**src/rtl/simt_lane_seq.sv**
```systemverilog
module simt_lane_seq #(
  parameter int WARP        = 32,
  parameter int GROUP_LANES = 16,
  parameter int GROUPS      = 2,
  parameter int WID_W       = 6,
  parameter int OP_W        = 8
) (
  input  logic                                  clk,
  input  logic                                  rst_n,
  input  logic                                  issue_valid,
  output logic                                  issue_ready,
  input  logic [WID_W-1:0]                      issue_warp,
  input  logic [WARP-1:0]                       issue_mask,
  input  logic [OP_W-1:0]                       issue_op,
  input  logic                                  issue_dp,
  output logic [GROUPS*GROUP_LANES-1:0]         lane_en,
  output logic [GROUPS*GROUP_LANES*$clog2(WARP)-1:0] lane_tid,
  output logic [GROUPS-1:0]                     grp_busy,
  output logic [GROUPS-1:0]                     grp_done,
  output logic [GROUPS*WID_W-1:0]               grp_warp,
  output logic [GROUPS*OP_W-1:0]                grp_op,
  output logic                                  dp_merged
);
  localparam int STEPS = WARP / GROUP_LANES;
  localparam int SW    = (STEPS > 1) ? $clog2(STEPS) : 1;
  localparam int LW    = $clog2(GROUP_LANES);
  localparam int TW    = $clog2(WARP);
  localparam logic [SW-1:0] LAST = SW'(STEPS - 1);

  logic             busy_r [GROUPS];
  logic [SW-1:0]    step_r [GROUPS];
  logic [WARP-1:0]  mask_r [GROUPS];
  logic [WID_W-1:0] warp_r [GROUPS];
  logic [OP_W-1:0]  op_r   [GROUPS];
  logic             merged_r;
  logic [GROUPS-1:0] pick;
  logic             dual_dp, accept;

  assign dual_dp     = (GROUPS > 1) && issue_dp;
  assign issue_ready = dual_dp ? ~|grp_busy : ~&grp_busy;
  assign accept      = issue_valid && issue_ready;
  assign dp_merged   = merged_r;

  always_comb begin
    pick = '0;
    if (dual_dp) pick = '1;
    else
      for (int g = GROUPS - 1; g >= 0; g--)
        if (!grp_busy[g]) begin
          pick    = '0;
          pick[g] = 1'b1;
        end
  end

  always_ff @(posedge clk or negedge rst_n)
    if (!rst_n)                            merged_r <= 1'b0;
    else if (accept && dual_dp)            merged_r <= 1'b1;
    else if (busy_r[0] && step_r[0] == LAST) merged_r <= 1'b0;

  for (genvar g = 0; g < GROUPS; g++) begin : grp
    always_ff @(posedge clk or negedge rst_n)
      if (!rst_n) begin
        busy_r[g] <= 1'b0;
        step_r[g] <= '0;
        mask_r[g] <= '0;
        warp_r[g] <= '0;
        op_r[g]   <= '0;
      end else if (accept && pick[g]) begin
        busy_r[g] <= 1'b1;
        step_r[g] <= '0;
        mask_r[g] <= (dual_dp && g != 0) ? '0 : issue_mask;
        warp_r[g] <= issue_warp;
        op_r[g]   <= issue_op;
      end else if (busy_r[g]) begin
        if (step_r[g] == LAST) busy_r[g] <= 1'b0;
        else                   step_r[g] <= step_r[g] + 1'b1;
      end

    assign grp_busy[g]                  = busy_r[g];
    assign grp_done[g]                  = busy_r[g] && step_r[g] == LAST;
    assign grp_warp[g*WID_W +: WID_W]   = warp_r[g];
    assign grp_op[g*OP_W +: OP_W]       = op_r[g];

    for (genvar l = 0; l < GROUP_LANES; l++) begin : lane
      logic [TW-1:0] tid;
      assign tid = TW'({step_r[g], LW'(l)});
      assign lane_tid[(g*GROUP_LANES+l)*TW +: TW] = tid;
      assign lane_en[g*GROUP_LANES+l] = busy_r[g] & mask_r[g][tid];
    end
  end
endmodule

```
**config.mk**
```make
export PLATFORM = sky130hd
export DESIGN_NAME = simt_lane_seq
export DESIGN_NICKNAME = d
export VERILOG_FILES = /design/src/rtl/simt_lane_seq.sv
export SDC_FILE = /design/constraint.sdc
export NUM_CORES = 1
export LEC_CHECK = 0
export ABC_AREA = 1
export BUFFER_PORTS_ARGS = -buffer_cell sky130_fd_sc_hd__buf_4
export CAP_MARGIN = 20
export CORE_MARGIN = 3
export CORE_UTILIZATION = 35
export DETAILED_ROUTE_END_ITERATION = 8
export HOLD_SLACK_MARGIN = 0.02
export SYNTH_ARGS = -nofsm -noshare
export SYNTH_HDL_FRONTEND = slang
export SYNTH_SLANG_ARGS = --single-unit
```
**constraint.sdc**
```tcl
create_clock -name clk -period 3.2 [get_ports clk]
set_input_delay 0.32 -clock clk [delete_from_list [all_inputs] [get_ports clk]]
set_output_delay 0.32 -clock clk [all_outputs]
set_load 0.01 [all_outputs]
```
=== Word level (Yosys, flattened, before mapping) ===
Cells that the tools add are included.

* Flip-flop bits (word level): 97
* Input bits: 50
* Output and inout bits: 226
* Logic and storage cells: 173

* Add/sub/neg operators: 2
* $lt $le $gt $ge: 32
* Multiplexer cells: 83
* Bitwise logic cells: 32
* Reduce and logical (&&, ||, !) cells: 13

{| class="wikitable"
|+ Operator list
! kind !! number
|-
| less-than comparator 5 x 6 -> 1 bit, second input constant || 32
|-
| 2-to-1 mux 1 bit || 79
|-
| bitwise AND 1 bit || 32
|-
| 2-to-1 mux 32 bit || 1
|-
| logical AND 1 bit || 6
|-
| 2-to-1 mux 2 bit || 3
|-
| nonzero test 2 bit || 3
|-
| adder 1 bit, second input constant || 2
|-
| zero test 1 bit || 2
|-
| AND reduction 2 bit || 1
|-
| OR reduction 2 bit || 1
|}

=== Logic depth before layout (Yosys ltp) ===
* Word-level depth: 6
* Depth in mapped cells: 9
* Gate-level depth less buffers: 6

=== Least setup slack after synthesis ===
OpenSTA, ideal clock, no wires.

* Path kind: register to output
* From: register step_r (netlist bit lane_tid[4])
* To: output port lane_en[15]
* Arrival: 1264 ps
* Data required time: 2880 ps
* Slack: 1616 ps
* Stages on the path, launching flop included: 6
* Path through: dfrtp_1 > nand2_1 > clkinv_1 > buf_2 > nand2_1 > nand2_1

* Cells in the longest elaborated chain, start to end: 3

{| class="wikitable"
|+ Ends and longest elaborated chain
! item !! line !! text
|-
| from (decl) || 31 || <nowiki>logic [SW-1:0] step_r [GROUPS];</nowiki>
|-
| from (signal, indexed assignment) || 76 || <nowiki>else step_r[g] <= step_r[g] + 1'b1;</nowiki>
|-
| 2-to-1 mux 1 bit (implied by the code) (2 in series) || 88 || <nowiki>assign lane_en[g*GROUP_LANES+l] = busy_r[g] & mask_r[g][tid];</nowiki>
|-
| bitwise AND 1 bit || 88 ||
|-
| to (decl) || 16 || <nowiki>output logic [GROUPS*GROUP_LANES-1:0] lane_en,</nowiki>
|}

No other way between the ends. The select of a mux whose other input is x is not followed.

=== Final worst setup path ===
* From: register step_r (netlist bit lane_tid[84])
* To: output port lane_en[19]

The elaborated chain is that of the path after synthesis.

==> metrics.md <==
| Metric | Value |
|---|---|
| Final Util | 0.409 |
| Hold Crit Depth | 3 |
| Drc violations | 0 |
| Die area | about 18000 sq um |
| Switch share | 0.411 |
| Worst r2r path cells | 6 |
| Final net count | between 800 and 900 |
| Avg Cell Area, Syn | between 7 and 8 sq um |
| Hold Fails Final Rpt | 0 |
| Drt wl/cell | about 14 um |
| Final setup viols | 0 |
| CP Capture Type | output port |
| Slew margin rel. | 0.457 |
| All-Layer GR Usage | 0.160 |
| Core ar. | around 16000 sq um |
| RR Endpoint | grp_warp[6] |
| Most frequent cells in the layout | nand2_1 (223), buf_4 (155), conb_1 (128) |
| Peak VDD IR | 0.421 mV |
| Int Power | ~0.0034 W |
| Top cell type's share of synthesized area | 0.423 |
| Clk Latency, worst-skew pair | roughly 0.34 ns |
| Leakage | between 3 and 4 nW |
| Max-cap violations | 0 |
| CTS tree | yes |
| Area Overhead vs Synth | 13.5% |
| Die X | roughly 130 um |
| Flop-to-flop setup slack | between 0.9 and 1 ns |
| Pwr/cell area | 890 nW/um^2 |
| Clock skew | around 0.0042 ns |
| Top post-synthesis cells by area | dfrtp_1 (42%), buf_4 (22%), nand2_1 (15%), nand4_1 (5.0%), o21ai_0 (3.7%) |
| Vias in the first global route | 4079 |
| Hold WC Path Type | input pin to flop |
| Ports | 276 |
| Max clock buf depth | 2 |
| First-pass GRT wire length | 22.7 mm |
| Clock power frac | 0.170 |
| Post-synthesis register bit count | 97 |
| Yosys warns | 0 |
| Post-CTS resize count | 0 |
| Diodes inserted | 0 |
| CTS root buffer | clkbuf_16 |
| H-tree levels | 3 |
| Post-synth cell types | 20 |
| CP max FO | 19 |
| Clock-pin slew on the worst setup and hold paths | roughly 0.070 ns |
| WL met3 | 1.33 mm |
| Leading cell type in the layout, fill and taps excluded | nand2_1 |
| Largest net degree at the start of global routing | 79 |
| DR top layer | met4 |
| Power Total | 0.00580 W |
| WL met1 | roughly 6.5 mm |
| Worst-Margin Slew | ~0.82 ns |
| Die H | 134 um |
| Filler Cell Count | approximately 1700 |
| Synthesized instance count | 726 |
| Cell family with most CP delay | simple AND/OR/NAND/NOR gates |
| Initial DRT Pass Iterations | 4 |
| Endpoint, Worst Hold | grp_op[3] |
| Max-slew violations | 0 |
| DRT antenna net count | 0 |
| Setup TNS | 0 ns |
| Vias per cell | 4.22 |
| Detailed-route via count | around 4400 |
| Leading area contributor after synthesis | dfrtp_1 |
| CP max-delay cell | or2_1 |
| Row count | 46 |
| IO Port Bufs | approximately 150 |
| P_sw | about 0.0024 W |
| RePlAce Congestion | 0.752 |
| Post-CTS Repair Setup Buffers | 0 |
| Startpoint type of the worst setup path | flop |
| Combinational Power Share | 0.443 |
| Hpwl dp | 10.7 mm |
| Reg power frac | 0.386 |
| Crit path cell chain | or2_1 -> o21ai_0 -> buf_4 |
| Total CTS buffers | 9 |
| Worst path bufs/invs | 1 |
| Sequential area share after synthesis | 0.423 |
| Post-route design area | approximately 6500 sq um |
| Share of post-route cells with drive strength above 1 | 0.227 |
| Grt ovf | 0 |
| Data arrival, critical path | between 2 and 2.5 ns |
| Total Wirelength | between 10 and 15 mm |
| Period utilisation layout | 0.785 |
| Minimum clock period | 2.51 ns |
| Placed Area | between 6000 and 7000 sq um |
| Kind of critical path | flop to output port |
| RR Startpoint | grp_busy[0] |
| Max Freq | approximately 0.4 GHz |
| Initial core utilization | 0.360 |
| Total clock sinks | 97 |
| Met2 wire length | 6.92 mm |
| Slowest stage delay, CP | between 0.7 and 0.8 ns |
| Antenna violations before repair | 0 |
| Unrepaired setup endpoints after global routing | false |
| Synth Cell Area | around 5700 sq um |
| Min-delay src | issue_op[3] |
| Status | completed |
| Iteration-0 DRC Markers | around 230 |
| Req. time, crit path | between 2 and 3 ns |
[power groups by stage]
stage | Clock, W | Sequential (W) | Combinational [W]
after global routing | 0.00105 | 0.00232 | 0.00288
after detailed placement | 0 | 0.00225 | 0.00261
after floorplan | 0 | 0.00221 | 0.00177
final | 0.000988 | 0.00224 | 0.00257
after CTS | 0.00101 | 0.00225 | 0.00261
after global placement | 0 | 0.00225 | 0.00258
[registers in the layout, summed over array words and instances (netlist names)]
name / count
grp_busy: 2
grp_op: 16
mask_r: 64
grp_warp: 12
dp_merged: 1
lane_tid: 2
[stage by stage]
step | cells | worst slack, ns | hold WS, ns
6_report | 1040 | 0.686 | 0.181
5_1_grt | 1040 | 0.513 | 0.187
4_1_cts | 1038 | 0.650 | 0.169
3_5_place_dp | 1025 | 0.980 | 0.459
3_3_place_gp | 1025 | 1.03 | 0.455
2_1_floorplan | 852 | 1.62 | 0.0244
[cell families after synthesis]
group           count (synthesis)  share of synthesized area
compound gates                 51                     0.0504
buf+inv                       253                      0.285
other cells                     2                    0.00131
simple gates                  323                      0.240
flops                          97                      0.423
[worst max-delay path by stage]
stage,start,end,slack (ns),cells past startpoint
after floorplan,lane_tid[4],lane_en[15],1.62,5
after global placement,lane_tid[84],lane_en[19],1.03,3
after detailed placement,grp_busy[0],grp_warp[6],0.98,6
after CTS,lane_tid[84],lane_en[19],0.65,3
after global routing,lane_tid[84],lane_en[28],0.51,3
final,lane_tid[84],lane_en[19],0.69,3
[cells in the mapped netlist (all sizes together)]
cell type	n
clkbuf	10
buf	188
conb	2
dfrtp	97
clkinv	2
inv	53
nand4	46
o21ai	51
or2	1
nand3	18
nand2	226
nor2	32
[cell type report]
type                    count  area [sq um]  area share
inverters                  55           209      0.0321
flip-flops and latches     97          2430       0.373
well taps                 216           270      0.0415
repair buffers            157          1200       0.184
clock buffers              10           239      0.0367
multi-input cells         502          2150       0.330
clock inverters             3          20.0     0.00307
[worst min-delay path, cell delays in order]
cell,delay (ns)
buf_4,0.08
nand2_1,0.04
nand2_1,0.04
[routing by layer]
| layer | up-vias | track usage |
|---|---|---|
| met4 | 0 | 0.0469 |
| li1 | 2166 | - |
| met5 | - | 0 |
| met2 | 182 | 0.252 |
| met3 | 14 | 0.0450 |
| met1 | 2031 | 0.216 |
[repair_timing]
action | in CTS | in global routing
endpoints found under the hold margin | 0 | 7
setup endpoints to repair | 0 | 0
hold buffers | 0 | 1
(Power assumes the default switching activity.)
